File: src/rtl/pswallow_pkg.sv
// Package: widths and moduli shared by the divider chain and its checker.
package pswallow_pkg;
    localparam int unsigned PSW_M_W     = 9;   // main counter setting width
    localparam int unsigned PSW_A_W     = 4;   // swallow count width
    localparam int unsigned PSW_LOW_MOD = 10;  // low prescaler modulus; high is +1
endpackage

File: src/rtl/psw_prescaler.sv
// psw_prescaler: counts input cycles inside one prescaler step.
// Each step lasts LOW_MOD+1 cycles when long_next is set, LOW_MOD cycles
// otherwise, and one cycle in bypass.
// Assumes: the caller supplies the length of the following step through
// byp_next and long_next, valid whenever tc or reset is present.
module psw_prescaler #(
    parameter int unsigned LOW_MOD = pswallow_pkg::PSW_LOW_MOD,
    localparam int unsigned PW     = $clog2(LOW_MOD + 1)
) (
    input  logic          clk_in,
    input  logic          rst_n,
    input  logic          byp_next,
    input  logic          long_next,
    output logic          tc,
    output logic [PW-1:0] cnt
);
    logic [PW-1:0] cnt_q;
    logic [PW-1:0] reload;

    // Start value of the next step: bypass 0, long step LOW_MOD, short LOW_MOD-1.
    always_comb begin
        if (byp_next)
            reload = '0;
        else if (long_next)
            reload = PW'(LOW_MOD);
        else
            reload = PW'(LOW_MOD - 1);
    end

    // Count down, restarting at the terminal count or while reset is held.
    always_ff @(posedge clk_in) begin
        if (!rst_n || tc)
            cnt_q <= reload;
        else
            cnt_q <= cnt_q - 1'b1;
    end

    assign tc  = (cnt_q == '0);
    assign cnt = cnt_q;
endmodule

File: src/rtl/psw_main_counter.sv
// psw_main_counter: counts prescaler steps. It reports the final step of the
// output period, which is the (M+1)-th step.
// Assumes: restart coincides with a prescaler terminal count or reset.
module psw_main_counter #(
    parameter int unsigned M_W = pswallow_pkg::PSW_M_W
) (
    input  logic           clk_in,
    input  logic           rst_n,
    input  logic           restart,
    input  logic           step,
    input  logic [M_W-1:0] m_in,
    output logic           last,
    output logic [M_W-1:0] cnt
);
    logic [M_W-1:0] cnt_q;

    // Load M at a period start, otherwise decrement once per prescaler step.
    always_ff @(posedge clk_in) begin
        if (!rst_n || restart)
            cnt_q <= m_in;
        else if (step)
            cnt_q <= cnt_q - 1'b1;
    end

    assign last = (cnt_q == '0);
    assign cnt  = cnt_q;
endmodule

File: src/rtl/psw_swallow_counter.sv
// psw_swallow_counter: holds how many long prescaler steps remain in the
// current period. It also clamps the programmed count to M+1 and flags
// settings that are out of range.
// Assumes: restart marks the last cycle of a period; in bypass it loads 0.
module psw_swallow_counter #(
    parameter int unsigned M_W = pswallow_pkg::PSW_M_W,
    parameter int unsigned A_W = pswallow_pkg::PSW_A_W,
    localparam int unsigned CW = (M_W > A_W ? M_W : A_W) + 1
) (
    input  logic           clk_in,
    input  logic           rst_n,
    input  logic           restart,
    input  logic           step,
    input  logic           bypass_in,
    input  logic [M_W-1:0] m_in,
    input  logic [A_W-1:0] a_in,
    output logic           remain_nz,
    output logic           next_nz,
    output logic           param_err,
    output logic [A_W-1:0] cnt
);
    logic [A_W-1:0] cnt_q;
    logic [A_W-1:0] a_eff;
    logic [A_W-1:0] cnt_d;
    logic [CW-1:0]  m_plus1;

    // Clamp the swallow count to M+1 and flag the range violation.
    always_comb begin
        m_plus1   = CW'(m_in) + CW'(1);
        param_err = (CW'(a_in) > m_plus1);
        a_eff     = param_err ? A_W'(m_plus1) : a_in;
    end

    // Next remaining count: reload at a period start, step down while nonzero.
    always_comb begin
        if (!rst_n || restart)
            cnt_d = bypass_in ? '0 : a_eff;
        else if (step && (cnt_q != '0))
            cnt_d = cnt_q - 1'b1;
        else
            cnt_d = cnt_q;
    end

    // Remaining long-step register.
    always_ff @(posedge clk_in) begin
        cnt_q <= cnt_d;
    end

    assign remain_nz = (cnt_q != '0);
    assign next_nz   = (cnt_d != '0);
    assign cnt       = cnt_q;
endmodule

File: src/rtl/pswallow_divider.sv
// pswallow_divider: top of the dual-modulus feedback divider. Ratio is
// LOW_MOD*(M+1)+A, or M+1 with bypass high.
// Assumes: clk_in is the oscillator-rate clock; M >= 1 for a pulse one cycle
// wide; settings are captured only at period boundaries and during reset.
module pswallow_divider #(
    parameter int unsigned M_W     = pswallow_pkg::PSW_M_W,
    parameter int unsigned A_W     = pswallow_pkg::PSW_A_W,
    parameter int unsigned LOW_MOD = pswallow_pkg::PSW_LOW_MOD
) (
    input  logic           clk_in,
    input  logic           rst_n,
    input  logic [M_W-1:0] m_val,
    input  logic [A_W-1:0] a_val,
    input  logic           bypass,
    output logic           fp_out,
    output logic           mod11_sel,
    output logic           param_err
);
    localparam int unsigned PW = $clog2(LOW_MOD + 1);

    logic           byp_q;
    logic           byp_next;
    logic           pre_tc;
    logic           main_last;
    logic           period_end;
    logic           swal_nz;
    logic           swal_next_nz;
    logic [PW-1:0]  pre_cnt;
    logic [M_W-1:0] main_cnt;
    logic [A_W-1:0] swal_cnt;

    assign period_end = pre_tc && main_last;
    assign byp_next   = (!rst_n || period_end) ? bypass : byp_q;

    // Bypass setting in force for the current period.
    always_ff @(posedge clk_in) begin
        if (!rst_n || period_end)
            byp_q <= bypass;
    end

    psw_prescaler #(.LOW_MOD(LOW_MOD)) u_pre (
        .clk_in    (clk_in),
        .rst_n     (rst_n),
        .byp_next  (byp_next),
        .long_next (swal_next_nz),
        .tc        (pre_tc),
        .cnt       (pre_cnt)
    );

    psw_main_counter #(.M_W(M_W)) u_main (
        .clk_in  (clk_in),
        .rst_n   (rst_n),
        .restart (period_end),
        .step    (pre_tc),
        .m_in    (m_val),
        .last    (main_last),
        .cnt     (main_cnt)
    );

    psw_swallow_counter #(.M_W(M_W), .A_W(A_W)) u_swal (
        .clk_in    (clk_in),
        .rst_n     (rst_n),
        .restart   (period_end),
        .step      (pre_tc),
        .bypass_in (bypass),
        .m_in      (m_val),
        .a_in      (a_val),
        .remain_nz (swal_nz),
        .next_nz   (swal_next_nz),
        .param_err (param_err),
        .cnt       (swal_cnt)
    );

    assign fp_out    = period_end;
    assign mod11_sel = swal_nz && !byp_q;
endmodule

File: config.mk
export PLATFORM = sky130hd
export DESIGN_NAME = pswallow_divider
export DESIGN_NICKNAME = d
export VERILOG_FILES = /design/src/rtl/pswallow_pkg.sv /design/src/rtl/psw_prescaler.sv /design/src/rtl/psw_main_counter.sv /design/src/rtl/psw_swallow_counter.sv /design/src/rtl/pswallow_divider.sv
export SDC_FILE = /design/constraint.sdc
export NUM_CORES = 1
export LEC_CHECK = 0
export BUFFER_PORTS_ARGS = -buffer_cell sky130_fd_sc_hd__buf_2
export CAP_MARGIN = 40
export CORE_ASPECT_RATIO = 0.9
export CORE_MARGIN = 2
export CORE_UTILIZATION = 30
export DETAILED_ROUTE_END_ITERATION = 8
export PLACE_DENSITY_LB_ADDON = 0.2
export SLEW_MARGIN = 20
export SYNTH_ARGS = -nofsm -noshare
export SYNTH_HDL_FRONTEND = slang
export SYNTH_HIERARCHICAL = 1
export SYNTH_SLANG_ARGS = --single-unit
File: constraint.sdc
create_clock -name clk_in -period 10.05 [get_ports clk_in]
set_input_delay 3.015 -clock clk_in [delete_from_list [all_inputs] [get_ports clk_in]]
set_output_delay 3.015 -clock clk_in [all_outputs]
set_load 0.01 [all_outputs]
==> reports/qor.yml, run 1 <==
run_status:
  status: "complete, no violations"
power:
  ir_drop_mv: 0.0855
  p_leak_uw: 0.000656
  power_density_nw_per_um2: 200
floorplanning:
  dieHeight_um: 67.4
  die_w_um: 74.5
  fp-row-count: 23
  io_pins: 19
  start_util_pct: 30.7
  die-area_um2: 5020
  core_area_um2: 4370
yosys:
  ys_seq_area_share_pct: 33.6
  netlist_area_um2: 1340
  synth_edf_count: 9
  synth_seq_cells: 18
  synthFlopType: "edfxtp_1"
  async_flop_share_pct: 0
  ys_types: 43
  synth_nets: 172
  syn_inst: 148
  synth_area_per_cell_um2: 9.06
  ys_warn_count: 6
detailed_routing:
  wl_per_cell_um: 12.9
  dr.pass1.iters: 4
  drt_iter0_drc: 50
  antenna_left: 0
  drc: 0
  vias: 1074
  vias_per_cell: 4.69
  wl_mm: 2.96
critical_path:
  cpPeakStageDelay_ns: 0.38
  critPathArrivalTime_ns: 5.00
  critPathLaunchType: "input pin"
  worstPathRequired_ns: 7.04
  ff2ff_setup_slack_ns: 7.01
  worstRegToRegCells: 12
  crit_end: "param_err"
  worstReg2RegStart: "u_main/cnt[0]$_DFFE_PP_"
  crit_start: "m_val[0]"
  slowest_stage: "a2111oi_2"
  cp_max_fo: 6
  crit_type: "input pin to output port"
  crit_path_cell_trace: "buf_2 -> ha_1 -> xnor2_1 -> ha_1 -> nand2_1 -> nor2_1 -> a2111oi_2 -> nand4_2 -> inv_1 -> buf_2"
  cp-end-kind: "output port"
  r2r-end: "u_pre/cnt[0]$_DFF_P_"
sta:
  slew_headroom_pct: 60.0
  final_hold_viol_count: 0
  clock_skew_ns: 0.00438
  setup_viol: 0
  period_share_pct: 79.7
  setup_slack_ns: 2.04
  rsz0062_at_grt: "no"
  clock.fmax_mhz: 125
  tightest_slew_ns: 0.598
  min_period_ns: 8.01
  fin_tns_setup_ns: 0
  slew_viol_final: 0
cells_and_area:
  drive_gt1_share_pct: 19.8
  nFillCells: 484
  final_cells: 229
  fin_nets: 192
  syn_to_final_growth_pct: 15.7
  design_area_um2: 1550
  antenna_cells: 0
place:
  hpwl_mm: 2.34
  dp_slack_ns: 2.05
  place_congestion: 0.786
  place_inst: 225
  placed_area_um2: 1500
  port_buffers: 18
clocking:
  cts_htree_levels: 1
  cts.sinks: 18
  ctsHoldBuffers: 0
  cts_buffers: 3
  clk_latency_ns: 0.26
  post_cts_buffers: 0
  post_cts_resized: 0
  clockBufferDepth: 2
  cts_tree: "yes"
  clk_pin_slew_ns: 0.07
  clockRootBuffer: "clkbuf_8"
global_routing:
  grt_pass1_vias: 1133
  antenna_found_initial: 0
  grt_use_total_pct: 13.5
  grt_max_degree: 11
  grt-ovfl-total: 0
  grt_pass1_wl_mm: 5.08
min_path:
  min_path_type: "register to register"
job:
  cap_violations: 0
-- synthesized netlist by cell type (all sizes together), types with 3 or more instances --
| library cell | n | area [µm²] |
|---|---|---|
| inv | 13 | 48.8 |
| nor2 | 13 | 48.8 |
| o21ai | 11 | 66.3 |
| nand2 | 10 | 37.5 |
| dfxtp | 9 | 180 |
| edfxtp | 9 | 270 |
| ha | 8 | 100 |
| mux2i | 8 | 80.1 |
| nand2b | 7 | 51.3 |
| a21oi | 6 | 30.0 |
| a31oi | 6 | 37.5 |
| xnor2 | 5 | 43.8 |
| mux2 | 3 | 41.3 |
| nand3 | 3 | 15.0 |
| o22ai | 3 | 25.0 |
| o31ai | 3 | 22.5 |
| or3 | 3 | 18.8 |
| xor2 | 3 | 26.3 |
-- worst min-delay path by stage --
stage                         startpoint                    to  cells past startpoint
floorplan                  byp_q$_DFF_P_         byp_q$_DFF_P_                      1
detailed placement         byp_q$_DFF_P_         byp_q$_DFF_P_                      1
global route               byp_q$_DFF_P_         byp_q$_DFF_P_                      1
global placement    u_pre/cnt[0]$_DFF_P_  u_pre/cnt[0]$_DFF_P_                      2
finish                     byp_q$_DFF_P_         byp_q$_DFF_P_                      1
CTS                        byp_q$_DFF_P_         byp_q$_DFF_P_                      1
-- through the flow --
| stage | hold slack [ns] | util [%] | total power [µW] |
|---|---|---|---|
| after detailed placement | 0.529 | 34.2 | 251 |
| after CTS | 0.546 | 35.5 | 314 |
| after global routing | 0.576 | 35.5 | 338 |
| after floorplan | 0.484 | - | 222 |
| after global placement | 0.518 | 34.2 | 246 |
| final | 0.538 | 35.5 | 311 |
-- worst max-delay path: cells and delay by family --
family          cells  cell delay, ns
fa+ha+maj           2            0.52
compound gates      1            0.38
xor+xnor            1            0.29
buf+inv             3            0.35
simple gates        3            0.42
-- area by class of cell --
class	count	area, µm²	share of cell area (%)
sequential	18	450	29.0
timing repair buffer	18	90.1	5.81
multi-input combinational	114	830	53.5
clock buffer	4	55.1	3.55
inverter	13	48.8	3.15
tap	62	77.6	5.00
-- power by group --
part	leakage, µW	internal (µW)	total [µW]	switching (µW)
combinational	0.000463	58.4	124	65.6
clock	0.0000288	34.8	60.9	26.0
sequential	0.000164	105	126	20.7
total	0.000656	198	311	112
-- layer usage --
layer	up-vias	global-route usage, %	wire, µm	part of all wire, %
met2	13	22.2	1380	47
met1	489	17.6	1470	50
li1	570	-	-	-
met5	-	0	0	0
met4	0	5.36	23	0.78
met3	2	2.24	90	3.0
-- cells by family after synthesis --
kind of cell             share of synthesized area (%)
AND/OR/NAND/NOR                                   21.6
AO/OA/AOI/OAI                                     18.5
flip-flops                                        33.6
buffers and inverters                             4.57
multiplexers                                      9.05
XOR/XNOR                                          5.22
adder cells (fa/ha/maj)                           7.46
-- layout by cell type (no fill, tap or decap), types with 3 or more instances in the layout --
master / netlist / layout
buf_2: 1 / 18
dfxtp_1: 9 / 9
or3_1: 3 / 3
mux2i_1: 8 / 8
xnor2_1: 5 / 5
nor2_1: 13 / 13
a31oi_1: 6 / 6
nand2_1: 10 / 10
o31ai_1: 3 / 3
nand2b_1: 6 / 6
edfxtp_1: 9 / 9
inv_1: 13 / 13
o21ai_0: 8 / 8
ha_1: 8 / 8
a21oi_1: 6 / 6
xor2_1: 3 / 3
nand3_1: 3 / 3
clkbuf_8: 0 / 4
-- registers in the layout, summed over array words and instances (netlist names) --
| signal | cells |
|---|---|
| u_main/cnt | 9 |
| u_pre/cnt | 4 |
| byp_q | 1 |
| u_swal/cnt | 4 |
Note: power is estimated with default switching activity, not from simulation.
==> inputs of run 2 (changes only) <==
==> constraint.sdc (replaced) <==
create_clock -name clk_in -period 7.35 [get_ports clk_in]
set_input_delay 2.205 -clock clk_in [delete_from_list [all_inputs] [get_ports clk_in]]
set_output_delay 2.205 -clock clk_in [all_outputs]
set_load 0.01 [all_outputs]
==> run 2 against run 1 <==
Net effect:
- global-route usage down 0.45 points
- highest routed layer unchanged
- core utilization down 0.23 points
- largest power group unchanged
- count of clock-buffer cells in the layout unchanged
- sequential power up 37%
==> reports/qor.yml, run 2 (synthesis gave the netlist of run 1 again) <==
run_status:
  status: "complete, no violations"
cells_and_area:
  fin_nets: 192
  nFillCells: 488
  layout_commonest_cell: "buf_2"
  largest_reg_flops: 9
  drive_gt1_share_pct: 19.2
  design_area_um2: 1540
  syn_to_final_growth_pct: 14.9
  layout_common_cells: "buf_2, nor2_1, inv_1"
  antenna_cells: 0
clocking:
  clk_latency_ns: 0.26
  cts_htree_levels: 1
  clk_pin_slew_ns: 0.07
  post_cts_buffers: 0
  cts_buffers: 3
  ctsHoldBuffers: 0
  cts.sinks: 18
  cts_tree: "yes"
  clockBufferDepth: 2
  clockRootBuffer: "clkbuf_8"
  post_cts_resized: 0
power:
  p_switching_uw: 153
  p_comb_share_pct: 40.6
  power_frac_clock_pct: 17.9
  ir_drop_mv: 0.117
  power_density_nw_per_um2: 269
  intPower_uw: 262
  p_leak_uw: 0.000650
  switching_share_pct: 36.9
  pwr-share-seq_pct: 41.5
floorplanning:
  core_area_um2: 4370
  dieHeight_um: 67.4
  start_util_pct: 30.7
  io_pins: 19
  fp-row-count: 23
  die_w_um: 74.5
  die-area_um2: 5020
sta:
  clock_skew_ns: 0.0111
  slew_viol_final: 0
  tightest_slew_ns: 0.572
  period_share_pct: 86.6
  fin_tns_setup_ns: 0
  setup_viol: 0
  final_hold_viol_count: 0
  rsz0062_at_grt: "no"
  clock.fmax_mhz: 157
  min_period_ns: 6.37
  slew_headroom_pct: 61.8
place:
  port_buffers: 18
  placed_area_um2: 1500
  place_congestion: 0.786
  hpwl_mm: 2.33
global_routing:
  grt_use_total_pct: 13.0
  grt_pass1_vias: 1153
  antenna_found_initial: 0
  grt_pass1_wl_mm: 5.03
  grt-ovfl-total: 0
  grt_max_degree: 11
detailed_routing:
  antenna_left: 0
  dr.pass1.iters: 4
  drt_iter0_drc: 74
  vias_per_cell: 4.89
  vias: 1119
  drc: 0
  wl_mm: 2.93
  wl_per_cell_um: 12.8
critical_path:
  critPathLaunchType: "input pin"
  crit_type: "input pin to output port"
  cp_max_fo: 6
  critPathArrivalTime_ns: 4.16
  cp-end-kind: "output port"
  worstPathRequired_ns: 5.14
min_path:
  min_path_type: "register to register"
job:
  cap_violations: 0
run 2: layout make-up:
cell class / instances / area (µm²) / share of cell area [%]
Inverter: 13 / 48.8 / 3.17
Multi-Input combinational cell: 114 / 830 / 53.8
Timing Repair Buffer: 18 / 90.1 / 5.84
Sequential cell: 18 / 450 / 29.2
Clock buffer: 4 / 45.0 / 2.92
Tap cell: 62 / 77.6 / 5.03
run 2: path summary, 6_finish.rpt:
check / start / to / slack (ns) / cells after the start
worst min-delay path: byp_q$_DFF_P_ / byp_q$_DFF_P_ / 0.53 / 1
worst min register to register: byp_q$_DFF_P_ / byp_q$_DFF_P_ / 0.53 / 1
worst max register to register: u_main/cnt[0]$_DFFE_PP_ / u_pre/cnt[0]$_DFF_P_ / 4.28 / 12
worst max-delay path: m_val[0] / param_err / 0.98 / 10
run 2: routing by layer:
layer	part of all wire [%]	wire length, µm	GRT usage (%)	up-vias
met5	0	0	0	-
met4	0.34	10	2.90	0
met3	4.1	120	2.69	2
met2	46	1360	22.1	24
met1	49	1440	17.1	521
li1	-	-	-	572
run 2: power by group through the flow:
stage	registers [µW]	logic (µW)	clock network, µW
CTS	172	170	75.8
global placement	173	164	0
global route	177	192	79.6
finish	172	168	74.2
detailed placement	174	169	0
floorplan	168	136	0
run 2: worst max-delay path, cell delays in order:
cell and delay (ns):
buf_2 0.12, ha_1 0.23, xnor2_1 0.31, ha_1 0.30, nand2_1 0.07, nor2_1 0.06
a2111oi_2 0.36, nand4_2 0.28, inv_1 0.10, buf_2 0.13
run 2: metrics by stage:
| stage | utilization, % | setup WS, ns | hold slack (ns) | total power, µW | std cells |
|---|---|---|---|---|---|
| 2_1_floorplan | - | 1.38 | 0.484 | 304 | 148 |
| 3_3_place_gp | 34.2 | 1.07 | 0.518 | 337 | 225 |
| 3_5_place_dp | 34.2 | 0.984 | 0.529 | 343 | 225 |
| 4_1_cts | 35.2 | 0.972 | 0.545 | 418 | 229 |
| 5_1_grt | 35.2 | 0.807 | 0.574 | 449 | 229 |
| 6_report | 35.2 | 0.981 | 0.531 | 415 | 229 |
==> inputs of run 3 (changes only) <==
--- a/config.mk
+++ b/config.mk
@@ -7,13 +7,13 @@
 export LEC_CHECK = 0
 export BUFFER_PORTS_ARGS = -buffer_cell sky130_fd_sc_hd__buf_2
 export CAP_MARGIN = 40
-export CORE_ASPECT_RATIO = 0.9
+export CORE_ASPECT_RATIO = 0.8
 export CORE_MARGIN = 2
 export CORE_UTILIZATION = 30
 export DETAILED_ROUTE_END_ITERATION = 8
+export MAX_ROUTING_LAYER = met4
 export PLACE_DENSITY_LB_ADDON = 0.2
 export SLEW_MARGIN = 20
 export SYNTH_ARGS = -nofsm -noshare
 export SYNTH_HDL_FRONTEND = slang
-export SYNTH_HIERARCHICAL = 1
 export SYNTH_SLANG_ARGS = --single-unit
==> run 3 against run 2 <==
Net effect:
- clock skew rose by 0.0034 ns
- via count fell by 3.3%
- sequential share of layout area rose by 1.8 points
- global-route usage rose by 0.92 points
- die area fell by 5.8%
- clock power fell by 2%
- largest cell class unchanged
==> reports/qor.yml, run 3 <==
cells_and_area:
  antenna_cells: 0
  largest_reg_flops: 9
  nFillCells: 457
  layout_common_cells: "buf_2, nand2_1, xnor2_1, inv_1, o21ai_0"
  layout_commonest_cell: "buf_2"
  seqCellArea_um2: 450
  drive_gt1_share_pct: 16.9
  fin_nets: 185
  design_area_um2: 1450
  multi_input_area_um2: 752
  fin_util_pct: 35.5
  syn_to_final_growth_pct: 15.5
floorplanning:
  dieHeight_um: 61.9
  io_pins: 19
  fp-row-count: 21
  die-area_um2: 4730
  start_util_pct: 30.7
  core_area_um2: 4100
  die_w_um: 76.4
global_routing:
  antenna_found_initial: 0
  grt-ovfl-total: 0
  grt_pass1_wl_mm: 5.01
  grt_pass1_vias: 1043
  use_met2_pct: 22.1
  grt_use_met3_pct: 1.59
  grt_max_degree: 18
  met1_usage_pct: 18.4
  busiest_layer: "met2"
  grt_use_total_pct: 14.0
power:
  power_frac_clock_pct: 17.4
  switching_share_pct: 36.8
  intPower_uw: 262
  p_comb_share_pct: 40.4
  ir_drop_mv: 0.0861
  power_density_nw_per_um2: 286
  p_leak_uw: 0.000587
  pwr-share-seq_pct: 42.2
  p_switching_uw: 153
sta:
  clock.fmax_mhz: 150
  rsz0062_at_grt: "no"
  fin_tns_setup_ns: 0
  min_period_ns: 6.69
  slew_viol_final: 0
  slew_headroom_pct: 57.6
  final_hold_viol_count: 0
  tightest_slew_ns: 0.636
  period_share_pct: 91.0
  clock_skew_ns: 0.0145
  setup_viol: 0
clocking:
  post_cts_buffers: 0
  cts_tree: "yes"
  cts_htree_levels: 1
  clockBufferDepth: 2
  ctsHoldBuffers: 0
  cts_buffers: 3
  cts.sinks: 18
  clk_pin_slew_ns: 0.06
  clockRootBuffer: "clkbuf_8"
  clk_latency_ns: 0.26
  post_cts_resized: 0
yosys:
  yosys.area.top_type_share_pct: 21.5
  netlist_area_um2: 1260
  synth_seq_cells: 18
  ys_seq_area_share_pct: 35.8
  ys_types: 45
  synth_nets: 164
  synth_area_per_cell_um2: 8.99
  ys_top_cells_by_area: "edfxtp_1, dfxtp_1, ha_1, xnor2_1, nand2_1"
  yosysMostFrequentCell: "nand2_1"
  synthFlopType: "edfxtp_1"
  yosysTopAreaCell: "edfxtp_1"
  syn_inst: 140
  async_flop_share_pct: 0
  synth_edf_count: 9
  synth_commonest_cells: "nand2_1, inv_1, o21ai_0, xnor2_1"
  ys_warn_count: 0
critical_path:
  crit_type: "input pin to output port"
  cp_num_buf_inv: 2
  critPathArrivalTime_ns: 4.48
  crit_start: "m_val[0]"
  cpLargestDelayFamily: "compound AO/OA/AOI/OAI gates"
  worstReg2RegStart: "u_main.cnt[0]$_DFFE_PP_"
  worstPathRequired_ns: 5.14
  critPathLaunchType: "input pin"
  crit_path_cell_trace: "buf_2 -> ha_1 -> xnor2_1 -> ha_1 -> and4_1 -> a311o_1 -> a221oi_1 -> and2_1 -> buf_2"
  cp-end-kind: "output port"
  slowest_stage: "a221oi_1"
  cpPeakStageDelay_ns: 0.52
  cp_max_fo: 6
min_path:
  worstHoldStart: "byp_q$_DFF_P_"
  min_path_type: "register to register"
detailed_routing:
  wl_mm: 2.92
  vias_per_cell: 4.99
  drt_iter0_drc: 42
  vias: 1082
  wl_per_cell_um: 13.4
  antenna_left: 0
  drc: 0
  dr.pass1.iters: 4
place:
  port_buffers: 18
  hpwl_mm: 2.32
  place_congestion: 0.871
  placed_area_um2: 1410
run_status:
  status: "complete, no violations"
job:
  cap_violations: 0
==> run 3: cell types whose count changed in the layout (fill, tap and decap cells not counted), sizes merged, moves of 5 or more <==
| cell | previous run | this run |
|---|---|---|
| a31oi | 6 | 1 |
| mux2i | 8 | 1 |
| nand2 | 10 | 16 |
| nand2b | 7 | 1 |
| nor2 | 13 | 6 |
| nor3 | 2 | 8 |
| xnor2 | 5 | 10 |
==> run 3: logic make-up (layout without fill, tap and decap cells) <==
kind of cell               Yosys count  after routing  synth area share (%)
and+or+nand+nor                     50             50                  21.4
AOI/OAI and AO/OA                   36             36                  19.9
DFF                                 18             18                  35.8
xor gates and xnor gates            14             14                  9.74
buffers and inverters               13             33                  4.47
adders and majority gates            8              8                  7.95
muxes                                1              1                 0.795
==> run 3: worst register-to-register path: stages, from the launching register on <==
cell	delay [ns]
edfxtp_1	0.39
inv_1	0.11
ha_1	0.22
or4b_4	0.52
or2_4	0.29
o31a_1	0.39
a2111oi_0	0.49
a211o_1	0.18
nand4bb_1	0.16
o22ai_1	0.08
==> run 3: final timing paths <==
path                            slack [ns]              endpoint  depth (start not counted)
worst min-delay path                  0.48         byp_q$_DFF_P_                          2
worst max register to register        4.37  u_pre.cnt[0]$_DFF_P_                          9
worst min register to register        0.48         byp_q$_DFF_P_                          2
worst max-delay path                  0.66             param_err                          9
==> run 3: final cells by class <==
cell class	instances	share of cell area, %
Clock buffer	4	3.10
Inverter	10	2.58
Multi-Input combinational cell	109	51.7
Sequential cell	18	31.0
Tap cell	57	4.91
Timing Repair Buffer	19	6.71
==> run 3: power by group through the flow <==
stage	Combinational, µW	Clock, µW	Sequential (µW)
final	168	72.4	175
after global routing	194	80.0	181
after CTS	170	74.2	175
after detailed placement	168	0	178
after global placement	163	0	176
after floorplan	131	0	170
==> run 3: metal layers <==
layer	vias to the layer above	part of all wire (%)
li1	555	-
met1	509	53
met2	18	45
met3	0	2.1
met4	0	0
met5	-	0
==> run 3: through the flow <==
step	instances	setup WS (ns)	total power [µW]	hold slack [ns]
final	217	0.665	415	0.478
after global routing	217	0.456	454	0.505
after CTS	217	0.670	419	0.482
after detailed placement	213	0.652	345	0.473
after global placement	213	0.751	338	0.464
after floorplan	140	1.14	301	0.435
